$ cat src/rtl/vcOutArbPkg.sv
package vcOutArbPkg;
  parameter int unsigned NUM_PORTS = 5;
  parameter int unsigned NUM_VCS   = 2;
  localparam int unsigned NUM_REQ  = NUM_PORTS * NUM_VCS;
  localparam int unsigned REQ_W    = (NUM_REQ > 1) ? $clog2(NUM_REQ) : 1;
  localparam int unsigned VC_W     = (NUM_VCS > 1) ? $clog2(NUM_VCS) : 1;

  typedef enum logic [1:0] {
    FLIT_DATA = 2'b00,
    FLIT_HEAD = 2'b01,
    FLIT_TAIL = 2'b10,
    FLIT_SOLO = 2'b11
  } flitType_e;

  typedef struct packed {
    logic             xfer;
    logic [REQ_W-1:0] winner;
    logic [VC_W-1:0]  vc;
    logic             lockSet;
    logic             lockClr;
  } xferStrobe_t;
endpackage

$ cat src/rtl/rrPick.sv
module rrPick #(
  parameter int unsigned N     = 10,
  parameter int unsigned IDX_W = 4
) (
  input  logic [N-1:0]     req,
  input  logic [IDX_W-1:0] ptr,
  output logic             anyGnt,
  output logic [IDX_W-1:0] gntIdx
);
  always_comb begin
    int idx;
    anyGnt = 1'b0;
    gntIdx = '0;
    for (int k = 0; k < int'(N); k++) begin
      idx = int'(ptr) + k;
      if (idx >= int'(N)) idx = idx - int'(N);
      if (!anyGnt && req[idx]) begin
        anyGnt = 1'b1;
        gntIdx = IDX_W'(idx);
      end
    end
  end
endmodule

$ cat src/rtl/vcArbCtrl.sv
module vcArbCtrl
  import vcOutArbPkg::*;
(
  input  logic                 clk,
  input  logic                 rstN,
  input  logic [NUM_REQ-1:0]   inValid,
  input  logic [2*NUM_REQ-1:0] inType,
  input  logic [NUM_VCS-1:0]   dnEmpty,
  output xferStrobe_t          strobe
);
  logic [NUM_VCS-1:0]   locked;
  logic [REQ_W-1:0]     owner [NUM_VCS];
  logic [REQ_W-1:0]     rrPtr;
  logic [NUM_REQ-1:0]   ownsVc;
  logic [VC_W-1:0]      ownIdx [NUM_REQ];
  logic                 freeAny;
  logic [VC_W-1:0]      freeVc;
  logic [NUM_REQ-1:0]   elig;
  logic                 anyGnt;
  logic [REQ_W-1:0]     gntIdx;
  flitType_e            winType;

  // which downstream channel each requester holds
  always_comb begin
    for (int i = 0; i < int'(NUM_REQ); i++) begin
      ownsVc[i] = 1'b0;
      ownIdx[i] = '0;
      for (int v = 0; v < int'(NUM_VCS); v++) begin
        if (locked[v] && owner[v] == REQ_W'(i)) begin
          ownsVc[i] = 1'b1;
          ownIdx[i] = VC_W'(v);
        end
      end
    end
  end

  // lowest-numbered empty, unreserved downstream channel
  always_comb begin
    freeAny = 1'b0;
    freeVc  = '0;
    for (int v = int'(NUM_VCS) - 1; v >= 0; v--) begin
      if (dnEmpty[v] && !locked[v]) begin
        freeAny = 1'b1;
        freeVc  = VC_W'(v);
      end
    end
  end

  // eligibility: heads need a free channel, body flits need a reservation
  generate
    for (genvar g = 0; g < int'(NUM_REQ); g++) begin : gElig
      flitType_e reqType;
      assign reqType = flitType_e'(inType[2*g +: 2]);
      always_comb begin
        if (!inValid[g]) begin
          elig[g] = 1'b0;
        end else if (reqType == FLIT_HEAD || reqType == FLIT_SOLO) begin
          elig[g] = freeAny && !ownsVc[g];
        end else begin
          elig[g] = ownsVc[g];
        end
      end
    end
  endgenerate

  rrPick #(.N(NUM_REQ), .IDX_W(REQ_W)) u_pick (
    .req    (elig),
    .ptr    (rrPtr),
    .anyGnt (anyGnt),
    .gntIdx (gntIdx)
  );

  assign winType = flitType_e'(inType[2*gntIdx +: 2]);

  always_comb begin
    strobe.xfer    = anyGnt;
    strobe.winner  = gntIdx;
    strobe.lockSet = anyGnt && (winType == FLIT_HEAD);
    strobe.lockClr = anyGnt && (winType == FLIT_TAIL);
    if (winType == FLIT_HEAD || winType == FLIT_SOLO) strobe.vc = freeVc;
    else                                              strobe.vc = ownIdx[gntIdx];
  end

  always_ff @(posedge clk) begin
    if (!rstN) begin
      rrPtr <= '0;
    end else if (strobe.xfer) begin
      rrPtr <= (strobe.winner == REQ_W'(NUM_REQ - 1)) ? '0 : strobe.winner + 1'b1;
    end
  end

  generate
    for (genvar v = 0; v < int'(NUM_VCS); v++) begin : gLock
      always_ff @(posedge clk) begin
        if (!rstN) begin
          locked[v] <= 1'b0;
          owner[v]  <= '0;
        end else if (strobe.vc == VC_W'(v)) begin
          if (strobe.lockSet) begin
            locked[v] <= 1'b1;
            owner[v]  <= strobe.winner;
          end else if (strobe.lockClr) begin
            locked[v] <= 1'b0;
          end
        end
      end

      AST_LOCK_HOLD: assert property (@(posedge clk) disable iff (!rstN)
        locked[v] && !(strobe.lockClr && strobe.vc == VC_W'(v))
        |=> locked[v] && $stable(owner[v]));

      AST_TAIL_FREES: assert property (@(posedge clk) disable iff (!rstN)
        strobe.lockClr && strobe.vc == VC_W'(v) |=> !locked[v]);
    end
  endgenerate

  AST_HEAD_FREE: assert property (@(posedge clk) disable iff (!rstN)
    strobe.lockSet |-> dnEmpty[strobe.vc] && !locked[strobe.vc]);

  AST_SOLO_NO_LOCK: assert property (@(posedge clk) disable iff (!rstN)
    strobe.xfer && winType == FLIT_SOLO && !locked[strobe.vc] |=> !locked[$past(strobe.vc)]);

  AST_PTR_HOLD: assert property (@(posedge clk) disable iff (!rstN)
    !strobe.xfer |=> $stable(rrPtr));

  AST_WIN_VALID: assert property (@(posedge clk) disable iff (!rstN)
    strobe.xfer |-> inValid[strobe.winner]);
endmodule

$ cat src/rtl/vcArbDatapath.sv
module vcArbDatapath
  import vcOutArbPkg::*;
#(
  parameter int unsigned DATA_W = 16
) (
  input  logic                      clk,
  input  logic                      rstN,
  input  xferStrobe_t               strobe,
  input  logic [2*NUM_REQ-1:0]      inType,
  input  logic [DATA_W*NUM_REQ-1:0] inData,
  output logic [NUM_REQ-1:0]        inAck,
  output logic                      outValid,
  output logic [1:0]                outType,
  output logic [DATA_W-1:0]         outData,
  output logic [VC_W-1:0]           outVc
);
  generate
    for (genvar g = 0; g < int'(NUM_REQ); g++) begin : gAck
      assign inAck[g] = strobe.xfer && (strobe.winner == REQ_W'(g));
    end
  endgenerate

  always_ff @(posedge clk) begin
    if (!rstN) begin
      outValid <= 1'b0;
      outType  <= 2'b00;
      outData  <= '0;
      outVc    <= '0;
    end else begin
      outValid <= strobe.xfer;
      if (strobe.xfer) begin
        outType <= inType[2*strobe.winner +: 2];
        outData <= inData[DATA_W*strobe.winner +: DATA_W];
        outVc   <= strobe.vc;
      end
    end
  end

  AST_ACK_ONEHOT: assert property (@(posedge clk) disable iff (!rstN)
    $onehot0(inAck));

  AST_OUT_FOLLOWS: assert property (@(posedge clk) disable iff (!rstN)
    (|inAck) |=> outValid);

  AST_OUT_IDLE: assert property (@(posedge clk) disable iff (!rstN)
    !(|inAck) |=> !outValid);
endmodule

$ cat src/rtl/vcOutArb.sv
module vcOutArb
  import vcOutArbPkg::*;
#(
  parameter int unsigned DATA_W = 16
) (
  input  logic                      clk,
  input  logic                      rstN,
  input  logic [NUM_REQ-1:0]        inValid,
  input  logic [2*NUM_REQ-1:0]      inType,
  input  logic [DATA_W*NUM_REQ-1:0] inData,
  input  logic [NUM_VCS-1:0]        dnEmpty,
  output logic [NUM_REQ-1:0]        inAck,
  output logic                      outValid,
  output logic [1:0]                outType,
  output logic [DATA_W-1:0]         outData,
  output logic [VC_W-1:0]           outVc
);
  xferStrobe_t strobe;

  vcArbCtrl u_ctrl (
    .clk     (clk),
    .rstN    (rstN),
    .inValid (inValid),
    .inType  (inType),
    .dnEmpty (dnEmpty),
    .strobe  (strobe)
  );

  vcArbDatapath #(.DATA_W(DATA_W)) u_dp (
    .clk      (clk),
    .rstN     (rstN),
    .strobe   (strobe),
    .inType   (inType),
    .inData   (inData),
    .inAck    (inAck),
    .outValid (outValid),
    .outType  (outType),
    .outData  (outData),
    .outVc    (outVc)
  );
endmodule

$ cat config.mk
export PLATFORM = sky130hd
export DESIGN_NAME = vcOutArb
export DESIGN_NICKNAME = d
export VERILOG_FILES = /design/src/rtl/vcOutArbPkg.sv /design/src/rtl/rrPick.sv /design/src/rtl/vcArbCtrl.sv /design/src/rtl/vcArbDatapath.sv /design/src/rtl/vcOutArb.sv
export SDC_FILE = /design/constraint.sdc
export NUM_CORES = 1
export LEC_CHECK = 0
export ABC_AREA = 1
export BUFFER_PORTS_ARGS = -buffer_cell sky130_fd_sc_hd__clkbuf_2
export CORE_MARGIN = 5
export CORE_UTILIZATION = 51
export DETAILED_ROUTE_END_ITERATION = 7
export PLACE_DENSITY = 0.95
export SLEW_MARGIN = 20
export SYNTH_ARGS = -nofsm -noshare
export SYNTH_HDL_FRONTEND = slang
export SYNTH_SLANG_ARGS = --single-unit
$ cat constraint.sdc
create_clock -name clk -period 5.5 [get_ports clk]
set_input_delay 0.275 -clock clk [delete_from_list [all_inputs] [get_ports clk]]
set_output_delay 0.275 -clock clk [all_outputs]
set_load 0.02 [all_outputs]
Word-level counts from Yosys, hierarchy flattened

Memory sizes are Yosys's and may differ from the RTL's.
Index checks and enable logic that the tools add are counted.

$add $sub $neg: 20
Magnitude comparators: 21
Equal/unequal tests: 50
Shift-type cells: 2
Muxes and demuxes: 130
Bitwise logic cells: 4
Reduce and logical (&&, ||, !) cells: 91

Operators by type and width:

| cell                                                               | number |
|---|---|
| less-than comparator 32 x 6 -> 1 bit (second input constant)       | 10 |
| 2-to-1 mux 32 bit                                                  | 10 |
| indexed part select 160 x 9 -> 16 bit                              | 1 |
| 2-to-1 mux 1 bit                                                   | 96 |
| subtractor 5 x 4 -> 6 bit (second input constant)                  | 9 |
| logical AND 1 bit                                                  | 53 |
| 2-to-1 mux 4 bit                                                   | 13 |
| == test 4 x 3 -> 1 bit (second input constant)                     | 12 |
| greater-or-equal comparator 5 x 4 -> 1 bit (second input constant) | 9 |
| binary-select mux 1 bit (select 4 bit)                             | 11 |
| == test 2 bit (second input constant)                              | 12 |
| == test 4 x 2 -> 1 bit (second input constant)                     | 6 |
| == test 4 bit (second input constant)                              | 6 |
| == test 2 x 1 -> 1 bit (second input constant)                     | 11 |
| logical NOT 1 bit                                                  | 21 |
| adder 4 x 3 -> 5 bit (second input constant)                       | 4 |
| indexed part select 20 x 6 -> 2 bit                                | 1 |
| == test 4 x 1 -> 1 bit (second input constant)                     | 3 |
| logical NOT 4 bit                                                  | 3 |
| logical OR 1 bit                                                   | 11 |
| adder 4 x 2 -> 5 bit (second input constant)                       | 2 |
| adder 4 x 4 -> 5 bit (second input constant)                       | 2 |
| adder 4 x 1 -> 5 bit (second input constant)                       | 1 |
| greater-or-equal comparator 5 bit (second input constant)          | 1 |
| other kinds (8)                                                    | 10 |

Bits in registers: 26
Bits in writable memories: 8
Input bits: 194
Output and inout port bits: 30
Logic and storage cells: 326
Memories kept: 1

Memory list:

| memory       | depth | width | read ports | clocked after Yosys merged registers in | wr ports | line            | RTL |
|---|---|---|---|---|---|---|---|
| u_ctrl.owner | 2     | 4     | 2          | 0                                       | 2        | vcArbCtrl.sv:12 | `logic [REQ_W-1:0] owner [NUM_VCS];` |

Longest topological paths before layout

An unclocked memory read counts as a cell.

Word-level depth: 49
Mapped depth: 39
Depth with buffers taken out: 38

By module

From an unflattened synthesis, not the netlist that was laid out.

Cells, all modules: 1319
Area total of the unflattened synthesis: 6643.9 µm²

By module, submodules not included:

| module        | instances | cells each | area each (µm²) | seq. area each (µm²) |
|---|---|---|---|---|
| vcArbDatapath | 1         | 628        | 2783.9          | 400.4 |
| rrPick        | 1         | 443        | 2382.3          | 0.0 |
| vcArbCtrl     | 1         | 248        | 1477.7          | 360.3 |

Least setup slack after synthesis

OpenSTA, ideal clock, no wires.

Path kind: reg2out
Start: reg u_ctrl.rrPtr[1]
End: out inAck[0]
Arrival time: 4.270 ns
Data required time: 5.225 ns
Setup slack: 0.955 ns
Cell stages (with the launch flop): 27
Path buffers: 3
Cell sequence: dfxtp_1 > buf_2 > inv_1 > ha_1 > inv_2 > ha_1 > inv_1 > nand2_1 > nand2_1 > nor2_1 > nand2_1 > inv_2 > nor2_1 > nand2_1 > nand2_2 > nand3_4 > nor2_8 > nand4_1 > inv_1 > nand2_1 > o21ai_1 > nand4_1 > nor2_1 > buf_2 > buf_2 > inv_1 > nor3_1

Longest elaborated chain between the ends: 35
Elaborated cells between the ends (all ways): 109
Classes of those cells: 19 x add/sub; 10 x order compare; 60 x mux; 20 x reduce/logical

RTL lines:

| what                                                                               | line                | RTL |
|---|---|---|
| from (decl)                                                                        | vcArbCtrl.sv:13     | `logic [REQ_W-1:0] rrPtr;` |
| from (signal assigned)                                                             | vcArbCtrl.sv:88     | `rrPtr <= (strobe.winner == REQ_W'(NUM_REQ - 1)) ? '0 : strobe.winner + 1'b1;` |
| parallel branches: the longest is 34 deep, another holds subtractor 5 x 4 -> 6 bit | -                   |  |
| logical AND 1 bit *                                                                | vcArbDatapath.sv:19 | `assign inAck[g] = strobe.xfer && (strobe.winner == REQ_W'(g));` |
| to (decl)                                                                          | vcOutArb.sv:12      | `output logic [NUM_REQ-1:0] inAck,` |

Mark *: on every way between the ends. The select of a mux whose other input is x is not followed.

Worst setup path in the final report

Same ends and word-level chain as after synthesis.

==> flow_metrics.env <==
export IMPL_layout_common_cells="401 x nand2_1, 223 x clkbuf_2, 102 x inv_1"
export IMPL_root_buffer="clkbuf_8"
export IMPL_hold_path_class="in2reg"
export IMPL_syn_mean_instance_area_um2=5.47
export IMPL_synth_ff_type="dfxtp_1"
export IMPL_grt_usage_pct=32.7
export IMPL_portBuffers=223
export IMPL_holdBufCountCts=0
export IMPL_dpl_worst_slack_ns=0.496
export IMPL_gp_congestion=1.01
export IMPL_drtAntennaViolNets=0
export IMPL_cp_slowest_cell="dfxtp_1"
export IMPL_grt_pass1_wl_um=35000
export IMPL_gr_total_overflow=0
export IMPL_drt_iter0_drc=917
export IMPL_areaGrowthSynthToFinish_pct=24.7
export IMPL_cpPeakStageDelay_ns=0.34
export IMPL_detail_route_wl_per_cell_um=16.3
export IMPL_worstSetupStartpointType="flip-flop"
export IMPL_ys_ff_latch=34
export IMPL_finalMaxSlewViolations=0
export IMPL_htreeDepth=2
export IMPL_whs_ns=0.281
export IMPL_place_detailed_hpwl_um=18400
export IMPL_cts_sinks=34
export IMPL_drive_gt1_share_pct=25.0
export IMPL_antenna_found_initial=1
export IMPL_post_route_min_period_ns=5.10
export IMPL_drv_cap=0
export IMPL_core_area_um2=10800
export IMPL_rows=38
export IMPL_cts_tree="yes"
export IMPL_clkTransAtPathRegs_ns=0.09
export IMPL_finalSetupViolations=0
export IMPL_route_vias_total=7786
export IMPL_critPathCaptureType="output pin"
export IMPL_async_flop_share_pct=0
export IMPL_max_freq_mhz=196
export IMPL_pin_count=224
export IMPL_die_h_um=115
export IMPL_grt_pass1_vias=7295
export IMPL_drc=0
export IMPL_initial_core_util_pct=51.8
export IMPL_skew_ns=0.0147
export IMPL_vias_per_cell=5.65
export IMPL_clk_latency_ns=0.30
export IMPL_required_ns=5.22
export IMPL_num_nets_final=1453
export IMPL_syn_area_um2=5590
export IMPL_setup_slack_ns=0.400
export IMPL_path_class="reg2out"
export IMPL_syn_nets=1240
export IMPL_die_area_um2=13200
export IMPL_final_common_cell="nand2_1"
export IMPL_worst_pin_slew_ns=0.695
export IMPL_ys_warn_count=0
export IMPL_grt_start_max_net_pins=35
export IMPL_crit_top_cell="nand2_1"
export IMPL_synth_cell_types=50
export IMPL_cts_buffer_depth=2
export IMPL_cp_max_fo=20
export IMPL_synth_cells=1023
export IMPL_hold_violations=0
export IMPL_arrival_ns=4.83
export IMPL_status="finished clean"
export IMPL_yosysSeqAreaShare_pct=13.6
export IMPL_die_x_um=115
export IMPL_wirelength_um=22500
export IMPL_period_share_pct=92.7
export IMPL_dr_pass1_iters=6
export IMPL_cts_buffers=5
export IMPL_maxSlewHeadroom_pct=53.2
export IMPL_synth_edf_count=8
## kinds of logic after synthesis
logic type / after synthesis / share of synthesized area [%]
adders and majority gates: 23 / 5.14
AOI/OAI and AO/OA: 140 / 14.8
xor gates and xnor gates: 17 / 3.20
buffers and inverters: 157 / 11.6
and+or+nand+nor: 652 / 51.6
DFF: 34 / 13.6
## Yosys cell counts (3+ instances only)
cell | instances | share of area, %
nand3_2 | 4 | 0.72
buf_6 | 3 | 0.60
buf_2 | 13 | 1.2
inv_2 | 17 | 1.1
buf_4 | 5 | 0.67
xor2_2 | 4 | 1.2
a31oi_1 | 17 | 1.9
nor2_2 | 6 | 0.67
o21ai_0 | 37 | 3.3
dfxtp_1 | 26 | 9.3
nor3_1 | 4 | 0.36
ha_1 | 23 | 5.1
nor2_4 | 6 | 1.2
edfxtp_1 | 8 | 4.3
nand2_1 | 401 | 27
a21oi_1 | 48 | 4.3
xor2_1 | 12 | 1.9
buf_1 | 5 | 0.34
nand3b_1 | 4 | 0.54
nor2_1 | 76 | 5.1
nand3_1 | 89 | 8.0
nand4_1 | 47 | 5.3
clkbuf_1 | 9 | 0.60
inv_1 | 102 | 6.8
o21ai_1 | 16 | 1.4
nand2_2 | 5 | 0.56
o211ai_1 | 6 | 0.81
## area by class of cell
type / instances / area, um2
Inverter: 122 / 460
Timing Repair Buffer: 241 / 1250
Antenna cell: 1 / 2.50
Multi-Input combinational cell: 832 / 4190
Tap cell: 140 / 175
Clock buffer: 5 / 68.8
Sequential cell: 34 / 762
Fill cell: 1042 / 3810
Clock inverter: 3 / 68.8
## metal layers
| layer | vias to the layer above | track usage, % | part of all wire [%] |
|---|---|---|---|
| li1 | 3751 | - | - |
| met1 | 3450 | 39.9 | 38 |
| met2 | 494 | 54.4 | 46 |
| met3 | 91 | 7.95 | 11 |
| met4 | 0 | 15.3 | 5.1 |
| met5 | - | 0 | 0 |
## critical path, delay by kind of cell, from the launching register on
family                     cells  cell delay [ns]
adders and majority gates      2             0.59
and+or+nand+nor               16             2.06
AOI/OAI and AO/OA              1             0.07
DFF                            1             0.34
buffers and inverters          9             1.48
## sequential cells by signal, indices dropped and copies added (netlist names)
| name | count |
|---|---|
| u_dp.outType | 2 |
| u_ctrl.owner | 8 |
| u_dp.outVc | 1 |
| u_ctrl.rrPtr | 4 |
| u_dp.outValid | 1 |
| u_dp.outData | 16 |
| u_ctrl.locked | 2 |
## worst paths after layout
check                          startpoint  cells past startpoint                                to  slack [ns]
min reg2reg  u_dp.outType[1]$_SDFFE_PN0P_                      2      u_dp.outType[1]$_SDFFE_PN0P_        0.48
min                           inData[129]                      3      u_dp.outData[1]$_SDFFE_PN0P_        0.28
max          u_ctrl.rrPtr[1]$_SDFFE_PN0P_                     28                          inAck[0]        0.40
max reg2reg  u_ctrl.rrPtr[1]$_SDFFE_PN0P_                     33  u_ctrl.owner[0][3]$_SDFFCE_PN0P_        0.62
## metrics by stage
stage	util (%)	setup TNS, ns	area, um2	instances
after floorplan	-	0	5590	1023
after global placement	62.9	0	6790	1363
after detailed placement	62.9	0	6790	1363
after CTS	64.2	0	6930	1371
after global routing	64.7	-0.0107	6980	1378
final	64.7	0	6980	1378
## what timing repair did
item | 4_1_cts | 5_1_grt
buffers inserted | 0 | 6
endpoints found under the setup margin | 0 | 15
gates resized for setup | 0 | 2
Power is left out: the tool's default activity adds up to more than one toggle a clock period on the data nets, which glitch-free logic cannot reach.
